--- config.mk ---
export PLATFORM = sky130hd
export DESIGN_NAME = fll_filter
export DESIGN_NICKNAME = d
export VERILOG_FILES = /design/src/rtl/fll_pkg.sv /design/src/rtl/fll_edge_sync.sv /design/src/rtl/fll_window.sv /design/src/rtl/fll_corrector.sv /design/src/rtl/fll_filter.sv
export SDC_FILE = /design/constraint.sdc
export NUM_CORES = 1
export LEC_CHECK = 0
export ABC_AREA = 1
export BUFFER_PORTS_ARGS = -buffer_cell sky130_fd_sc_hd__buf_2
export CAP_MARGIN = 20
export CELL_PAD_IN_SITES_DETAIL_PLACEMENT = 0
export CELL_PAD_IN_SITES_GLOBAL_PLACEMENT = 1
export CORE_MARGIN = 2
export CORE_UTILIZATION = 50
export CTS_BUF_LIST = sky130_fd_sc_hd__clkbuf_8
export DETAILED_ROUTE_END_ITERATION = 10
export HOLD_SLACK_MARGIN = 0.06
export PLACE_DENSITY = 0.91
export SYNTH_ARGS = -nofsm -noshare
export SYNTH_HDL_FRONTEND = slang
export SYNTH_SLANG_ARGS = --single-unit
--- constraint.sdc ---
create_clock -name clk -period 13.4 [get_ports clk]
set_input_delay 0.67 -clock clk [delete_from_list [all_inputs] [get_ports clk]]
set_output_delay 0.67 -clock clk [all_outputs]
set_load 0.05 [all_outputs]
--- src/rtl/fll_pkg.sv ---
package fll_pkg;

    localparam int COARSE_W    = 6;
    localparam int FINE_W      = 8;
    localparam int MULT_W      = 8;
    localparam int CNT_W       = 12;
    localparam int WIN_TICKS   = 4;
    localparam int NEAR_PCT    = 15;
    localparam int SYNC_STAGES = 2;

    typedef enum logic [1:0] {
        STEP_HOLD    = 2'd0,
        STEP_LONGER  = 2'd1,
        STEP_SHORTER = 2'd2
    } step_e;

    typedef enum logic {
        MODE_COARSE = 1'b0,
        MODE_FINE   = 1'b1
    } mode_e;

    typedef struct packed {
        step_e step;
        logic  near;
    } verdict_t;

    // Direction and band test without any division
    function automatic verdict_t judge(input int unsigned count, input int unsigned target);
        verdict_t    v;
        int unsigned mag;
        if (count > target) begin
            v.step = STEP_LONGER;
            mag    = count - target;
        end else if (count < target) begin
            v.step = STEP_SHORTER;
            mag    = target - count;
        end else begin
            v.step = STEP_HOLD;
            mag    = 32'd0;
        end
        v.near = (mag * 32'd100) <= (target * 32'(NEAR_PCT));
        return v;
    endfunction

    // One-LSB move with saturation at 0 and at top
    function automatic int unsigned nudge(input int unsigned val, input step_e s,
                                          input int unsigned top);
        case (s)
            STEP_LONGER:  return (val >= top) ? val : val + 32'd1;
            STEP_SHORTER: return (val == 32'd0) ? val : val - 32'd1;
            default:      return val;
        endcase
    endfunction

endpackage

--- src/rtl/fll_edge_sync.sv ---
module fll_edge_sync #(
    parameter int STAGES = 2
) (
    input  logic clk,
    input  logic rst,
    input  logic async_in,
    output logic rise
);
    logic [STAGES-1:0] chain;
    logic              last;

    always_ff @(posedge clk) begin
        if (rst) begin
            chain <= '0;
            last  <= 1'b0;
        end else begin
            chain[0] <= async_in;
            for (int i = 1; i < STAGES; i++) begin
                chain[i] <= chain[i-1];
            end
            last <= chain[STAGES-1];
        end
    end

    assign rise = chain[STAGES-1] & ~last;
endmodule

--- src/rtl/fll_window.sv ---
module fll_window #(
    parameter int CNT_W = 12,
    parameter int TICKS = 4
) (
    input  logic             clk,
    input  logic             rst,
    input  logic             restart,
    input  logic             enable,
    input  logic             ref_tick,
    input  logic             osc_rise,
    output logic             done,
    output logic [CNT_W-1:0] count
);
    localparam int               TW   = (TICKS > 1) ? $clog2(TICKS) : 1;
    localparam logic [TW-1:0]    LAST = TW'(TICKS - 1);
    localparam logic [CNT_W-1:0] CMAX = '1;

    logic             armed;
    logic [TW-1:0]    tick_cnt;
    logic [CNT_W-1:0] osc_cnt;
    logic [CNT_W-1:0] osc_next;

    assign osc_next = (osc_rise && osc_cnt != CMAX) ? osc_cnt + 1'b1 : osc_cnt;

    always_ff @(posedge clk) begin
        if (rst || restart || !enable) begin
            armed    <= 1'b0;
            tick_cnt <= '0;
            osc_cnt  <= '0;
            done     <= 1'b0;
            count    <= '0;
        end else begin
            done <= 1'b0;
            if (!armed) begin
                armed    <= ref_tick;
                tick_cnt <= '0;
                osc_cnt  <= '0;
            end else if (ref_tick && tick_cnt == LAST) begin
                done     <= 1'b1;
                count    <= osc_next;
                tick_cnt <= '0;
                osc_cnt  <= '0;
            end else begin
                if (ref_tick) tick_cnt <= tick_cnt + 1'b1;
                osc_cnt <= osc_next;
            end
        end
    end
endmodule

--- src/rtl/fll_corrector.sv ---
module fll_corrector
    import fll_pkg::*;
#(
    parameter int CW    = 6,
    parameter int FW    = 8,
    parameter int MW    = 8,
    parameter int CNT_W = 12,
    parameter int TICKS = 4
) (
    input  logic             clk,
    input  logic             rst,
    input  logic             restart,
    input  logic             enable,
    input  logic [FW-1:0]    trim,
    input  logic [MW-1:0]    mult,
    input  logic             done,
    input  logic [CNT_W-1:0] count,
    output logic [CW-1:0]    coarse,
    output logic [FW-1:0]    fine,
    output logic             stable,
    output mode_e            mode
);
    localparam int unsigned CMID  = 32'd1 << (CW - 1);
    localparam int unsigned CTOP  = (32'd1 << CW) - 32'd1;
    localparam int unsigned FTOP  = (32'd1 << FW) - 32'd1;
    localparam int unsigned TK    = TICKS;

    int unsigned target;
    verdict_t    v;

    always_comb begin
        target = 32'(mult) * TK;
        v      = judge(32'(count), target);
    end

    always_ff @(posedge clk) begin
        if (rst || restart) begin
            coarse <= CW'(CMID);
            fine   <= trim;
            stable <= 1'b0;
            mode   <= MODE_COARSE;
        end else if (!enable) begin
            stable <= 1'b0;
        end else if (done) begin
            if (v.near) begin
                stable <= 1'b1;
                mode   <= MODE_FINE;
                fine   <= FW'(nudge(32'(fine), v.step, FTOP));
            end else begin
                stable <= 1'b0;
                mode   <= MODE_COARSE;
                coarse <= CW'(nudge(32'(coarse), v.step, CTOP));
            end
        end
    end
endmodule

--- src/rtl/fll_filter.sv ---
module fll_filter
    import fll_pkg::*;
#(
    parameter int COARSE_BITS   = COARSE_W,
    parameter int FINE_BITS     = FINE_W,
    parameter int MULT_BITS     = MULT_W,
    parameter int COUNT_BITS    = CNT_W,
    parameter int TICKS_PER_WIN = WIN_TICKS,
    parameter int SYNC_DEPTH    = SYNC_STAGES
) (
    input  logic                             clk,
    input  logic                             rst,
    input  logic                             ref_tick,
    input  logic                             osc_tick,
    input  logic [MULT_BITS-1:0]             mult_n,
    input  logic [FINE_BITS-1:0]             trim,
    input  logic                             enable,
    output logic [COARSE_BITS+FINE_BITS-1:0] ctrl_word,
    output logic                             stable,
    output logic                             fine_mode
);
    logic [MULT_BITS-1:0]   mult_q;
    logic [FINE_BITS-1:0]   trim_q;
    logic                   en_q;
    logic                   restart;
    logic                   osc_rise;
    logic                   win_done;
    logic [COUNT_BITS-1:0]  win_count;
    logic [COARSE_BITS-1:0] coarse;
    logic [FINE_BITS-1:0]   fine;
    mode_e                  mode;

    always_ff @(posedge clk) begin
        mult_q <= mult_n;
        trim_q <= trim;
        en_q   <= enable;
    end

    assign restart = !rst && ((mult_n != mult_q) || (trim != trim_q) || (enable && !en_q));

    fll_edge_sync #(.STAGES(SYNC_DEPTH)) u_sync (
        .clk      (clk),
        .rst      (rst),
        .async_in (osc_tick),
        .rise     (osc_rise)
    );

    fll_window #(.CNT_W(COUNT_BITS), .TICKS(TICKS_PER_WIN)) u_win (
        .clk      (clk),
        .rst      (rst),
        .restart  (restart),
        .enable   (enable),
        .ref_tick (ref_tick),
        .osc_rise (osc_rise),
        .done     (win_done),
        .count    (win_count)
    );

    fll_corrector #(
        .CW(COARSE_BITS), .FW(FINE_BITS), .MW(MULT_BITS),
        .CNT_W(COUNT_BITS), .TICKS(TICKS_PER_WIN)
    ) u_corr (
        .clk     (clk),
        .rst     (rst),
        .restart (restart),
        .enable  (enable),
        .trim    (trim),
        .mult    (mult_n),
        .done    (win_done),
        .count   (win_count),
        .coarse  (coarse),
        .fine    (fine),
        .stable  (stable),
        .mode    (mode)
    );

    assign ctrl_word = {coarse, fine};
    assign fine_mode = (mode == MODE_FINE);
endmodule

# After elaboration in Yosys (flattened, before gate mapping)

Cells that the tools add are included.

Register bits: 64
Input port bits: 21
Output and inout bits: 16
Word-level logic and storage cells: 87

$add $sub $neg: 8
$mul: 2
Order comparisons: 5
Equality and inequality tests: 10
Mux-type cells: 18
Bitwise operators: 5
Reductions and logical operators: 25

Operator list:

| kind                                                      | count |
|---|---|
| 2-to-1 mux 32 bit                                         | 2 |
| 2-to-1 mux 8 bit                                          | 6 |
| less-or-equal comparator 32 x 15 -> 1 bit                 | 1 |
| multiplier 32 x 5 -> 30 bit (second input constant)       | 1 |
| != test 8 bit                                             | 2 |
| case mux 8 bit (2 select lines)                           | 1 |
| subtractor 10 x 12 -> 13 bit                              | 1 |
| subtractor 12 x 10 -> 13 bit                              | 1 |
| adder 12 x 1 -> 12 bit (second input constant)            | 1 |
| > comparator 12 x 10 -> 1 bit                             | 1 |
| less-than comparator 12 x 10 -> 1 bit                     | 1 |
| multiplier 8 x 4 -> 12 bit (second input constant)        | 1 |
| 2-to-1 mux 12 bit                                         | 1 |
| 2-to-1 mux 6 bit                                          | 2 |
| != test 12 bit (second input constant)                    | 1 |
| case mux 6 bit (2 select lines)                           | 1 |
| AND reduction 6 bit                                       | 2 |
| adder 8 x 1 -> 8 bit (second input constant)              | 1 |
| greater-or-equal comparator 8 bit (second input constant) | 1 |
| logical NOT 8 bit                                         | 1 |
| nonzero test 2 bit                                        | 4 |
| subtractor 8 x 1 -> 8 bit (second input constant)         | 1 |
| adder 6 x 1 -> 6 bit (second input constant)              | 1 |
| greater-or-equal comparator 6 bit (second input constant) | 1 |
| 18 further kinds                                          | 37 |

# Longest topological paths before layout

Gate-level depths: netlist (run 1).

Depth in word-level cells: 9
Mapped depth: 42
Mapped depth without buffers: 40

# Modules after synthesis

From an unflattened synthesis (run 1), not the netlist that was laid out.

Cells, all modules: 895
Area, all modules: 6510.0 µm²

By module, submodules not included:

| module        | instances | cells each | area an instance (µm²) | sequential area each (µm²) |
|---|---|---|---|---|
| fll_corrector | 1         | 611        | 4464.3                 | 400.4 |
| fll_window    | 1         | 189        | 1332.5                 | 560.5 |
| fll_filter    | 1         | 85         | 626.9                  | 340.3 |
| fll_edge_sync | 1         | 10         | 86.3                   | 60.1 |

# Worst setup path before layout (run 1)

No wires, ideal clock.

Path kind: input to register
Start point: input port mult_n[6]
End point: register u_corr.fine[0] (enable)
Library setup time: 0.384 ns
Arrival: 6.149 ns
Data required time: 13.016 ns
Slack: 6.867 ns
Stages on the path: 33
Path buffers: 1
Path through: inv_1 -> ha_1 -> buf_2 -> nand2_1 -> nor2_1 -> nand4_1 -> nand2_1 -> inv_1 -> nand2_1 -> o21ai_0 -> ha_1 -> ha_1 -> inv_1 -> fa_1 -> inv_1 -> ha_1 -> a21o_1 -> a31oi_1 -> o21ai_0 -> xor2_1 -> ha_1 -> a21oi_1 -> o21a_1 -> nand2_1 -> nand2_1 -> nand2_1 -> nand2_1 -> nand2_1 -> nor2_1 -> nand3_1 -> nor2_1 -> nand4_1 -> o21ai_0

Word-level cells in the longest chain between the ends: 7
Elaborated cells on any way between the ends: 25
Those cells by class: 2 x add/sub; 2 x mul; 3 x order compare; 5 x eq/ne; 4 x mux; 9 x reduce/logical

Ends and longest elaborated chain:

| item                                                                                 | RTL line                           | source |
|---|---|---|
| from (decl)                                                                          | fll_filter.sv:15                   | `input logic [MULT_BITS-1:0] mult_n,` |
| subtractor 10 x 12 -> 13 bit, or another cell as far along                           | fll_pkg.sv:36                      | `mag = target - count;` |
| 2-to-1 mux 32 bit / logical OR 1 bit (equally long branches)                         | fll_pkg.sv:34, fll_filter.sv:39    |  |
| 2-to-1 mux 32 bit / logical OR 1 bit (equally long branches)                         | fll_pkg.sv:31, fll_filter.sv:39    |  |
| multiplier 32 x 5 -> 30 bit / logical AND 1 bit (equally long branches)              | fll_pkg.sv:41, fll_filter.sv:39    |  |
| less-or-equal comparator 32 x 15 -> 1 bit / logical OR 1 bit (equally long branches) | fll_pkg.sv:41, fll_corrector.sv:37 |  |
| nonzero test 2 bit (no source line), or another cell as far along                    | n/a                                |  |
| AND reduction 6 bit (no source line) *                                               | n/a                                |  |
| to (signal assigned)                                                                 | fll_corrector.sv:39                | `fine <= trim;` |
| to (signal assigned)                                                                 | fll_corrector.sv:48                | `fine <= FW'(nudge(32'(fine), v.step, FTOP));` |
| to (decl)                                                                            | fll_corrector.sv:19                | `output logic [FW-1:0] fine,` |

Every way passes the cells marked *; elsewhere a longest branch is shown, timed or not.
A chain may end at the register's enable or synchronous reset.

# Worst setup path after layout (run 1)

Same ends and word-level chain as after synthesis.

==> summary.txt, run 1 <==
Finish
  – Post-layout util: 0.5514
  – Syn-to-layout area delta: 8.524%
  – N_diodes: 0
  – Final non-filler cell total: approximately 1000
  – # fillers: 1150
  – Share of layout cells above drive strength 1: 0.09818
  – NumNets Final: 963

Timing
  – Worst-margin pin slew: between 1000 and 1500 ps
  – Post-layout min period: 7140 ps
  – RSZ-0062 raised after global routing: no
  – Setup_tns: 0 ps
  – Worst setup margin: 6260 ps
  – Hold Fails Final Rpt: 0
  – Endpoints failing setup: 0
  – Final Max Slew Viols: 0
  – Skew final: 12.70 ps
  – Slew HR: 0.3105
  – Final period util: 0.5329
  – Highest Clock Rate: 140.1 MHz

Yosys
  – EDFF count, synth: 8
  – Synth Flop Type: dfxtp_1
  – Synthesized instance count: 782
  – Commonest cells post-synth: nand2_1 (128), inv_1 (122), ha_1 (94)
  – Synth cell types: 45
  – Share of flip-flops with an asynchronous set or reset: 0
  – Warnings, synthesis: 0
  – Register bit count reported by yosys: 64
  – Share of Yosys cell area claimed by the top area cell type: 0.1935
  – Netlist Area Pre-Place: 6077 um^2
  – Syn nets: 925
  – Top cells by area, synth: ha_1 (19%), dfxtp_1 (18%), fa_1 (9.2%)
  – Cell taking the most area after synthesis: ha_1
  – Avg Inst Size Synth: 7.771 um^2
  – Seq/Total Area, Yosys: 0.2240
  – Most frequent cell after synthesis: nand2_1

Global routing
  – Largest net degree at the start of global routing: 25
  – GRT Overall Usage: 0.2204
  – Initial antenna violation count: 0
  – Grt ovf: 0
  – Number of global-route vias before repair: 4997
  – Global-route wire length before repair: approximately 23000 um

Min path
  – Hold Crit Class: flip-flop to flip-flop

Critical path
  – WS Path Type: primary input to flip-flop
  – Crit-path most repeated cell: nand2_1
  – Slowest stage cell, crit path: fa_1
  – End point of the critical path: u_corr.fine[0]
  – CP max FO: 9
  – Critical Path Start: mult_n[6]
  – CP endpoint kind: flip-flop
  – Slowest stage delay, CP: between 500 and 600 ps
  – Critical Path AT: 7180 ps
  – RR Startpoint: u_win.count[8]
  – Startpoint class of the critical path: primary input
  – R2R Path End: u_corr.fine[0]
  – CP required: 13440 ps
  – Cells on worst reg2reg path: 32
  – R2r setup slk: roughly 6600 ps

Clocking
  – Worst-path clk slew: 70 ps
  – H-tree depth: 3
  – Hold-fix buffers, CTS: 0
  – Root Buffer: clkbuf_8
  – CTS Buffer Depth: 2
  – CTS Buf Count: 9
  – CTS tree: yes
  – Post_cts resized: 0
  – Clock Latency Late Sink: 350 ps
  – Clock sink count: 64
  – Post-CTS Setup Inserts: 0

Status
  – Outcome: finished, final reports clean

Route
  – WL per Instance: 14.05 um
  – DRC Markers: 0
  – Via count: 4966
  – Final wirelength: 13660 um
  – Vias per std cell: a little over 5
  – DRT Pass-1 Iters: 5
  – Iteration-0 DRC Markers: approximately 270
  – Post-route ant nets: 0

Power and ir drop
  – Leak Pwr: 3.266 nW
  – Cell Pwr Density: around 110 nW/um^2
  – Design Power: roughly 740 uW
  – Worst vdd ir: 72.28 uV

Placed design
  – GPL Wtd Cong: 0.8797
  – PortBufs: 36
  – HPWL Detailed: between 10000 and 15000 um
  – Dpl cells: 954
  – Pre-CTS WS: 5580 ps

Flow run
  – Max Cap Viol: 0

Die
  – Die Y: 114.2 um
  – Initial Util: 0.5081
  – I/O pins: 37
  – Rows: 40
  – DIE WIDTH: roughly 110 um
  – Die area: 13050 um^2
  – Core Box Area: 11960 um^2
where the power goes:
group	switching, mW	internal [mW]	total [mW]
clock network	0.0798	0.0859	0.166
logic	0.224	0.153	0.377
registers	0.00286	0.198	0.201
total	0.307	0.437	0.744
worst max-delay path, delay by kind of cell:
kind	cells	cell delay [ps]
fa+ha+maj	6	2280
compound gates	7	1430
simple gates	14	1810
buf+inv	6	820
xor+xnor	1	180
layer usage:
metal,share of wire,GRT usage,up-vias
met3,0.024,0.02223,14
met1,0.49,0.2915,2276
met2,0.47,0.3774,69
li1,-,-,2607
met5,0,0,-
met4,0.014,0.07480,0
sequential cells by signal, indices dropped and copies added (netlist names), 2 cells and up:
signal and count:
u_win.count 12, u_corr.fine 8, mult_q 8, trim_q 8, u_sync.chain 2, u_win.tick_cnt 2
u_win.osc_cnt 12, u_corr.coarse 6
worst min-delay path by stage:
| stage | start | endpoint | slack, ps | cells after the start |
|---|---|---|---|---|
| after global placement | u_sync.chain[0] | u_sync.chain[1] | 390 | 2 |
| after global routing | u_sync.chain[0] | u_sync.chain[1] | 420 | 2 |
| after CTS | u_sync.chain[0] | u_sync.chain[1] | 410 | 2 |
| final | u_sync.chain[0] | u_sync.chain[1] | 410 | 2 |
| after detailed placement | u_sync.chain[0] | u_sync.chain[1] | 400 | 2 |
| after floorplan | u_sync.chain[0] | u_sync.chain[1] | 390 | 2 |
cells by family after synthesis:
kind of cell / after synthesis / synth area share
buffers and inverters: 138 / 0.08894
adder cells (fa/ha/maj): 122 / 0.2858
AND/OR/NAND/NOR: 262 / 0.1907
AO/OA/AOI/OAI: 134 / 0.1211
multiplexers: 1 / 0.001647
XOR/XNOR: 61 / 0.08791
flip-flops: 64 / 0.2240
through the flow:
stage	cell area (um^2)	hold WS (ps)
finish	6595	408.8
global placement	6385	391.7
detailed placement	6385	402.0
global route	6595	422.6
floorplan	6077	388.3
CTS	6579	412.0
cell type report:
type	count	area [um^2]	share of cell area
Multi-Input combinational cell	580	4180	0.6338
Sequential cell	64	1361	0.2064
Inverter	127	479.2	0.07266
Timing Repair Buffer	38	196.4	0.02979
Tap cell	147	183.9	0.02789
Clock buffer	9	123.9	0.01878
Clock inverter	7	70.07	0.01062
cells in the final DEF (no fill, tap or decap), drive strengths merged, types with 10 or more instances in the layout:
cell type,netlist,layout
nand2,134,134
inv,127,129
ha,94,94
nor2,71,71
a21oi,62,62
dfxtp,56,56
o21ai,48,48
buf,6,38
xor2,35,35
fa,28,28
xnor2,26,26
nand3,23,23
nand4,10,10
(Power assumes the default switching activity.)
==> run 2: changes to the inputs <==
--- a/config.mk
+++ b/config.mk
@@ -11,11 +11,11 @@
 export CELL_PAD_IN_SITES_DETAIL_PLACEMENT = 0
 export CELL_PAD_IN_SITES_GLOBAL_PLACEMENT = 1
 export CORE_MARGIN = 2
-export CORE_UTILIZATION = 50
+export CORE_UTILIZATION = 48
 export CTS_BUF_LIST = sky130_fd_sc_hd__clkbuf_8
 export DETAILED_ROUTE_END_ITERATION = 10
 export HOLD_SLACK_MARGIN = 0.06
-export PLACE_DENSITY = 0.91
+export PLACE_DENSITY = 0.88
 export SYNTH_ARGS = -nofsm -noshare
 export SYNTH_HDL_FRONTEND = slang
 export SYNTH_SLANG_ARGS = --single-unit
==> constraint.sdc (replaced) <==
create_clock -name clk -period 7.3 [get_ports clk]
set_input_delay 0.365 -clock clk [delete_from_list [all_inputs] [get_ports clk]]
set_output_delay 0.365 -clock clk [all_outputs]
set_load 0.05 [all_outputs]
==> run 2 against run 1 <==
Via count rose by 0.79%. Clock power rose by 83%. Sequential power rose by 84%. Combinational power rose by 85%. Core utilization fell by 1.8 points. Design area rose by 0.82%. Register-to-register slack got worse by 5700 ps. Die area rose by 4.0%. Critical path depth did not move. Worst setup slack got worse by 5500 ps. Critical path type unchanged.
==> summary.txt, run 2 (synthesized netlist as in run 1, its figures left out) <==
Timing
  – RSZ-0062 raised after global routing: no
  – Final period util: 0.8908
  – Setup_tns: 0 ps
  – Final Max Slew Viols: 0
  – Worst-margin pin slew: 742.9 ps
  – Slew HR: 0.5029
  – Endpoints failing setup: 0
  – Highest Clock Rate: 153.8 MHz
  – Skew final: 11.12 ps
  – Worst setup margin: 796.9 ps
  – Post-layout min period: 6503 ps
  – Hold Fails Final Rpt: 0

Critical path
  – Kind of cell adding the most delay to the critical path: adder cells
  – CP bufs+invs: 6
  – CP required: 7360 ps
  – R2R Path End: u_corr.fine[2]
  – RR Startpoint: u_win.count[8]
  – Slowest stage delay, CP: 520 ps
  – Slowest stage cell, crit path: fa_1
  – R2r setup slk: 840 ps
  – Startpoint class of the critical path: primary input
  – Cells on worst reg2reg path: 32
  – CP endpoint kind: flip-flop
  – Critical Path AT: around 6600 ps
  – WS Path Type: primary input to flip-flop
  – CP max FO: 9
  – Crit-path most repeated cell: nand2_1

Global routing
  – Number of global-route vias before repair: 4809
  – GRT Overall Usage: 0.2067
  – Grt ovf: 0
  – Initial antenna violation count: 0
  – Largest net degree at the start of global routing: 25
  – Global-route wire length before repair: between 20000 and 25000 um

Route
  – Max layer used: met4
  – Met1 WL: 6463 um
  – Wire length on met2: ~6400 um
  – Final wirelength: 13370 um
  – Iteration-0 DRC Markers: 250
  – Via count: 5005
  – Met3 WL: around 300 um
  – DRC Markers: 0
  – Vias per std cell: 5.010
  – DRT Pass-1 Iters: 5
  – WL per Instance: between 10 and 15 um
  – Post-route ant nets: 0

Clocking
  – H-tree depth: 3
  – Post-CTS Setup Inserts: 0
  – CTS tree: yes
  – Clock Latency Late Sink: ~350 ps
  – Worst-path clk slew: 70 ps
  – Hold-fix buffers, CTS: 0
  – CTS Buffer Depth: 2
  – CTS Buf Count: 9
  – Clock sink count: 64
  – Post_cts resized: 0
  – Root Buffer: clkbuf_8

Placed design
  – GPL Wtd Cong: 0.8564
  – Pre-CTS WS: between 400 and 500 ps
  – PortBufs: 36
  – HPWL Detailed: 11070 um

Die
  – Rows: 41
  – Die area: approximately 14000 um^2
  – DIE WIDTH: 116.5 um
  – Die Y: roughly 120 um
  – Core Box Area: 12470 um^2
  – Initial Util: 0.4875
  – I/O pins: 37

Min path
  – Min-delay src: trim[1]
  – Hold Crit Class: primary input to flip-flop
  – Hold path depth: 1
  – WHS Endpoint: trim_q[1]

Finish
  – Biggest regs: u_win.count (12), u_win.osc_cnt (12)
  – Highest-count cells in the layout ignoring fill and taps: nand2_1 (128), inv_1 (123), ha_1 (94)
  – NumNets Final: 965
  – Commonest non-fill, non-tap cell in the layout: nand2_1
  – Share of layout cells above drive strength 1: 0.09915
  – Syn-to-layout area delta: 9.409%
  – # fillers: 1228
  – N_diodes: 0

Power and ir drop
  – Leak Pwr: 3.290 nW
  – Design Power: ~1.4 mW
  – Worst vdd ir: 216.4 uV
  – Cell Pwr Density: 205.9 nW/um^2

Status
  – Outcome: finished, final reports clean

Flow run
  – Max Cap Viol: 0
## run 2: routing by layer
layer  GRT usage  up-vias
li1            -     2625
met1      0.2741     2302
met2      0.3570       70
met3     0.02958        8
met4     0.04841        0
met5           0        -
## run 2: stage by stage
stage	util	hold slack [ps]	instance area, um^2	cells
2_1_floorplan	-	388.3	6077	782
3_3_place_gp	0.5159	395.8	6431	981
3_5_place_dp	0.5159	402.2	6431	981
4_1_cts	0.5317	146.5	6628	997
5_1_grt	0.5334	143.8	6649	999
6_report	0.5334	156.3	6649	999
## run 2: worst max path at each step
| stage | start | endpoint | cells past startpoint |
|---|---|---|---|
| floorplan | mult_n[6] | u_corr.fine[0] | 33 |
| global placement | mult_n[6] | u_corr.fine[7] | 34 |
| detailed placement | mult_n[6] | u_corr.fine[7] | 34 |
| CTS | mult_n[6] | u_corr.fine[2] | 34 |
| global route | mult_n[6] | u_corr.fine[5] | 34 |
| finish | mult_n[6] | u_corr.fine[2] | 34 |
## run 2: worst register-to-register path: cells and delay by family (launching register included)
kind	cells	cell delay, ps
flops	1	320
xor+xnor	1	180
compound gates	7	1280
fa+ha+maj	6	2220
buf+inv	4	440
simple gates	14	1710
## run 2: final cells by class
cell class	instances	area, um^2	share of cell area
tap	172	215.2	0.03237
timing repair buffer	40	216.5	0.03256
sequential	64	1361	0.2047
multi-input combinational	580	4180	0.6287
inverter	127	479.2	0.07207
clock inverter	6	58.81	0.008845
clock buffer	10	137.6	0.02070
## run 2: power by group
group          internal [mW]  switching, mW
sequential             0.364        0.00536
combinational          0.280          0.416
clock                  0.165          0.138
==> run 3: changes to the inputs <==
--- a/config.mk
+++ b/config.mk
@@ -8,14 +8,12 @@
 export ABC_AREA = 1
 export BUFFER_PORTS_ARGS = -buffer_cell sky130_fd_sc_hd__buf_2
 export CAP_MARGIN = 20
-export CELL_PAD_IN_SITES_DETAIL_PLACEMENT = 0
-export CELL_PAD_IN_SITES_GLOBAL_PLACEMENT = 1
 export CORE_MARGIN = 2
-export CORE_UTILIZATION = 48
+export CORE_UTILIZATION = 50
 export CTS_BUF_LIST = sky130_fd_sc_hd__clkbuf_8
 export DETAILED_ROUTE_END_ITERATION = 10
 export HOLD_SLACK_MARGIN = 0.06
-export PLACE_DENSITY = 0.88
+export PLACE_DENSITY = 0.72
 export SYNTH_ARGS = -nofsm -noshare
 export SYNTH_HDL_FRONTEND = slang
 export SYNTH_SLANG_ARGS = --single-unit
==> run 3 against run 2 <==
Register-to-register slack improved by 80 ps. Via count decreased by 1.5%. Clock power decreased by 1%. Combinational power decreased by 2%. Wire length decreased by 6.9%. Sequential cell count unchanged. Fmax increased by 1.9%. First-iteration DRC count increased by 4.0%. Final cell count decreased by 2.5%. Sequential share of layout area increased by 0.11 points. Design area decreased by 0.55%. Highest routed layer unchanged.
==> summary.txt, run 3 (synthesized netlist as in run 1, its figures left out) <==
Status
  – Outcome: finished, final reports clean

Die
  – Die area: ~13000 um^2
  – Initial Util: 0.5081
  – Die Y: between 100 and 150 um
  – Rows: 40
  – DIE WIDTH: 114.2 um
  – I/O pins: 37
  – Core Box Area: 11960 um^2

Route
  – WL per Instance: 12.78 um
  – DRC Markers: 0
  – Post-route ant nets: 0
  – DRT Pass-1 Iters: 5
  – Final wirelength: 12450 um
  – Vias per std cell: slightly above 5
  – Iteration-0 DRC Markers: 260
  – Via count: ~4900

Clocking
  – CTS Buf Count: 9
  – Clock sink count: 64
  – Clock Latency Late Sink: between 300 and 400 ps
  – CTS Buffer Depth: 2
  – Worst-path clk slew: 70 ps
  – Root Buffer: clkbuf_8
  – CTS tree: yes
  – Hold-fix buffers, CTS: 0
  – H-tree depth: 3
  – Post_cts resized: 0
  – Post-CTS Setup Inserts: 0

Critical path
  – CP max FO: 15
  – R2R Path End: u_corr.fine[5]
  – WS Path Type: flip-flop to flip-flop
  – Crit-path most repeated cell: nand2_1
  – CP endpoint kind: flip-flop
  – R2r setup slk: 920 ps
  – Slowest stage delay, CP: 440 ps
  – Slowest stage cell, crit path: ha_1
  – Cells on worst reg2reg path: 32
  – CP required: 7350 ps
  – Startpoint class of the critical path: flip-flop
  – RR Startpoint: u_win.count[4]
  – Critical Path AT: 6430 ps

Timing
  – Final Max Slew Viols: 0
  – RSZ-0062 raised after global routing: no
  – Slew HR: 0.4823
  – Final period util: 0.8744
  – Hold Fails Final Rpt: 0
  – Endpoints failing setup: 0
  – Highest Clock Rate: 156.7 MHz
  – Skew final: about 9.3 ps
  – Worst-margin pin slew: 773.8 ps
  – Setup_tns: 0 ps
  – Post-layout min period: 6383 ps

Global routing
  – Number of global-route vias before repair: ~4600
  – Largest net degree at the start of global routing: 25
  – Grt ovf: 0
  – Global-route wire length before repair: 21170 um
  – Initial antenna violation count: 0
  – GRT Overall Usage: 0.2021

Placed design
  – Area post-placement: 6400 um^2
  – PortBufs: 36
  – GPL Wtd Cong: 0.9054
  – HPWL Detailed: 10190 um

Power and ir drop
  – Cell Pwr Density: a little over 200 nW/um^2
  – Worst vdd ir: around 230 uV
  – Leak Pwr: 3.276 nW

Finish
  – Post-route cell area: 6613 um^2
  – NumNets Final: 965
  – Biggest regs: u_win.count (12), u_win.osc_cnt (12)
  – Highest-count cells in the layout ignoring fill and taps: nand2_1 (128), inv_1 (122), ha_1 (94)
  – Commonest non-fill, non-tap cell in the layout: nand2_1
  – # fillers: 1135
  – Syn-to-layout area delta: 8.812%
  – Share of layout cells above drive strength 1: 0.1004
  – N_diodes: 0
  – Post-layout util: 0.5528

Min path
  – Hold path depth: 1
  – WHS Endpoint: en_q
  – Min-delay src: enable
  – Hold Crit Class: primary input to flip-flop

Flow run
  – Max Cap Viol: 0
## run 3: layer usage
metal	global-route usage	part of all wire
met1	0.2847	0.50
met4	0.05041	0.011
met2	0.3270	0.46
met5	0	0
met3	0.02965	0.032
## run 3: layout make-up
cell class | instances | area (um^2) | area share
flip-flops and latches | 64 | 1361 | 0.2059
well taps | 147 | 183.9 | 0.02781
multi-input cells | 580 | 4180 | 0.6322
inverters | 127 | 479.2 | 0.07247
clock buffers | 9 | 123.9 | 0.01873
clock inverters | 7 | 70.07 | 0.01060
repair buffers | 40 | 214.0 | 0.03236
## run 3: through the flow
| stage | cells | worst slack, ps | total power [mW] | hold slack, ps |
|---|---|---|---|---|
| finish | 974 | 916.7 | 1.353 | 161.3 |
| global route | 974 | 349.9 | 1.488 | 147.1 |
| CTS | 972 | 956.0 | 1.369 | 144.7 |
| detailed placement | 956 | 679.6 | 1.062 | 400.1 |
| global placement | 956 | 783.4 | 1.061 | 389.8 |
| floorplan | 782 | 1072 | 0.9112 | 388.3 |
## run 3: worst max-delay path by stage
stage,start,slack [ps],cells past startpoint,end
2_1_floorplan,mult_n[6],1070,33,u_corr.fine[0]
3_3_place_gp,mult_n[6],780,36,u_corr.fine[5]
3_5_place_dp,mult_n[6],680,36,u_corr.fine[0]
4_1_cts,u_win.count[4],960,32,u_corr.fine[5]
5_1_grt,mult_n[6],350,34,u_corr.fine[5]
6_report,u_win.count[4],920,32,u_corr.fine[5]
## run 3: critical path: cells and delay by family, from the launching register on
| family | cells | cell delay, ps |
|---|---|---|
| adder cells (fa/ha/maj) | 6 | 1970 |
| AND/OR/NAND/NOR | 15 | 1600 |
| AO/OA/AOI/OAI | 6 | 1490 |
| buffers and inverters | 4 | 530 |
| flip-flops | 1 | 350 |
| XOR/XNOR | 1 | 170 |
## run 3: where the power goes
group          total, mW  switching, mW  internal, mW
combinational      0.683          0.406         0.277
clock              0.300          0.143         0.158
sequential         0.369        0.00541         0.364
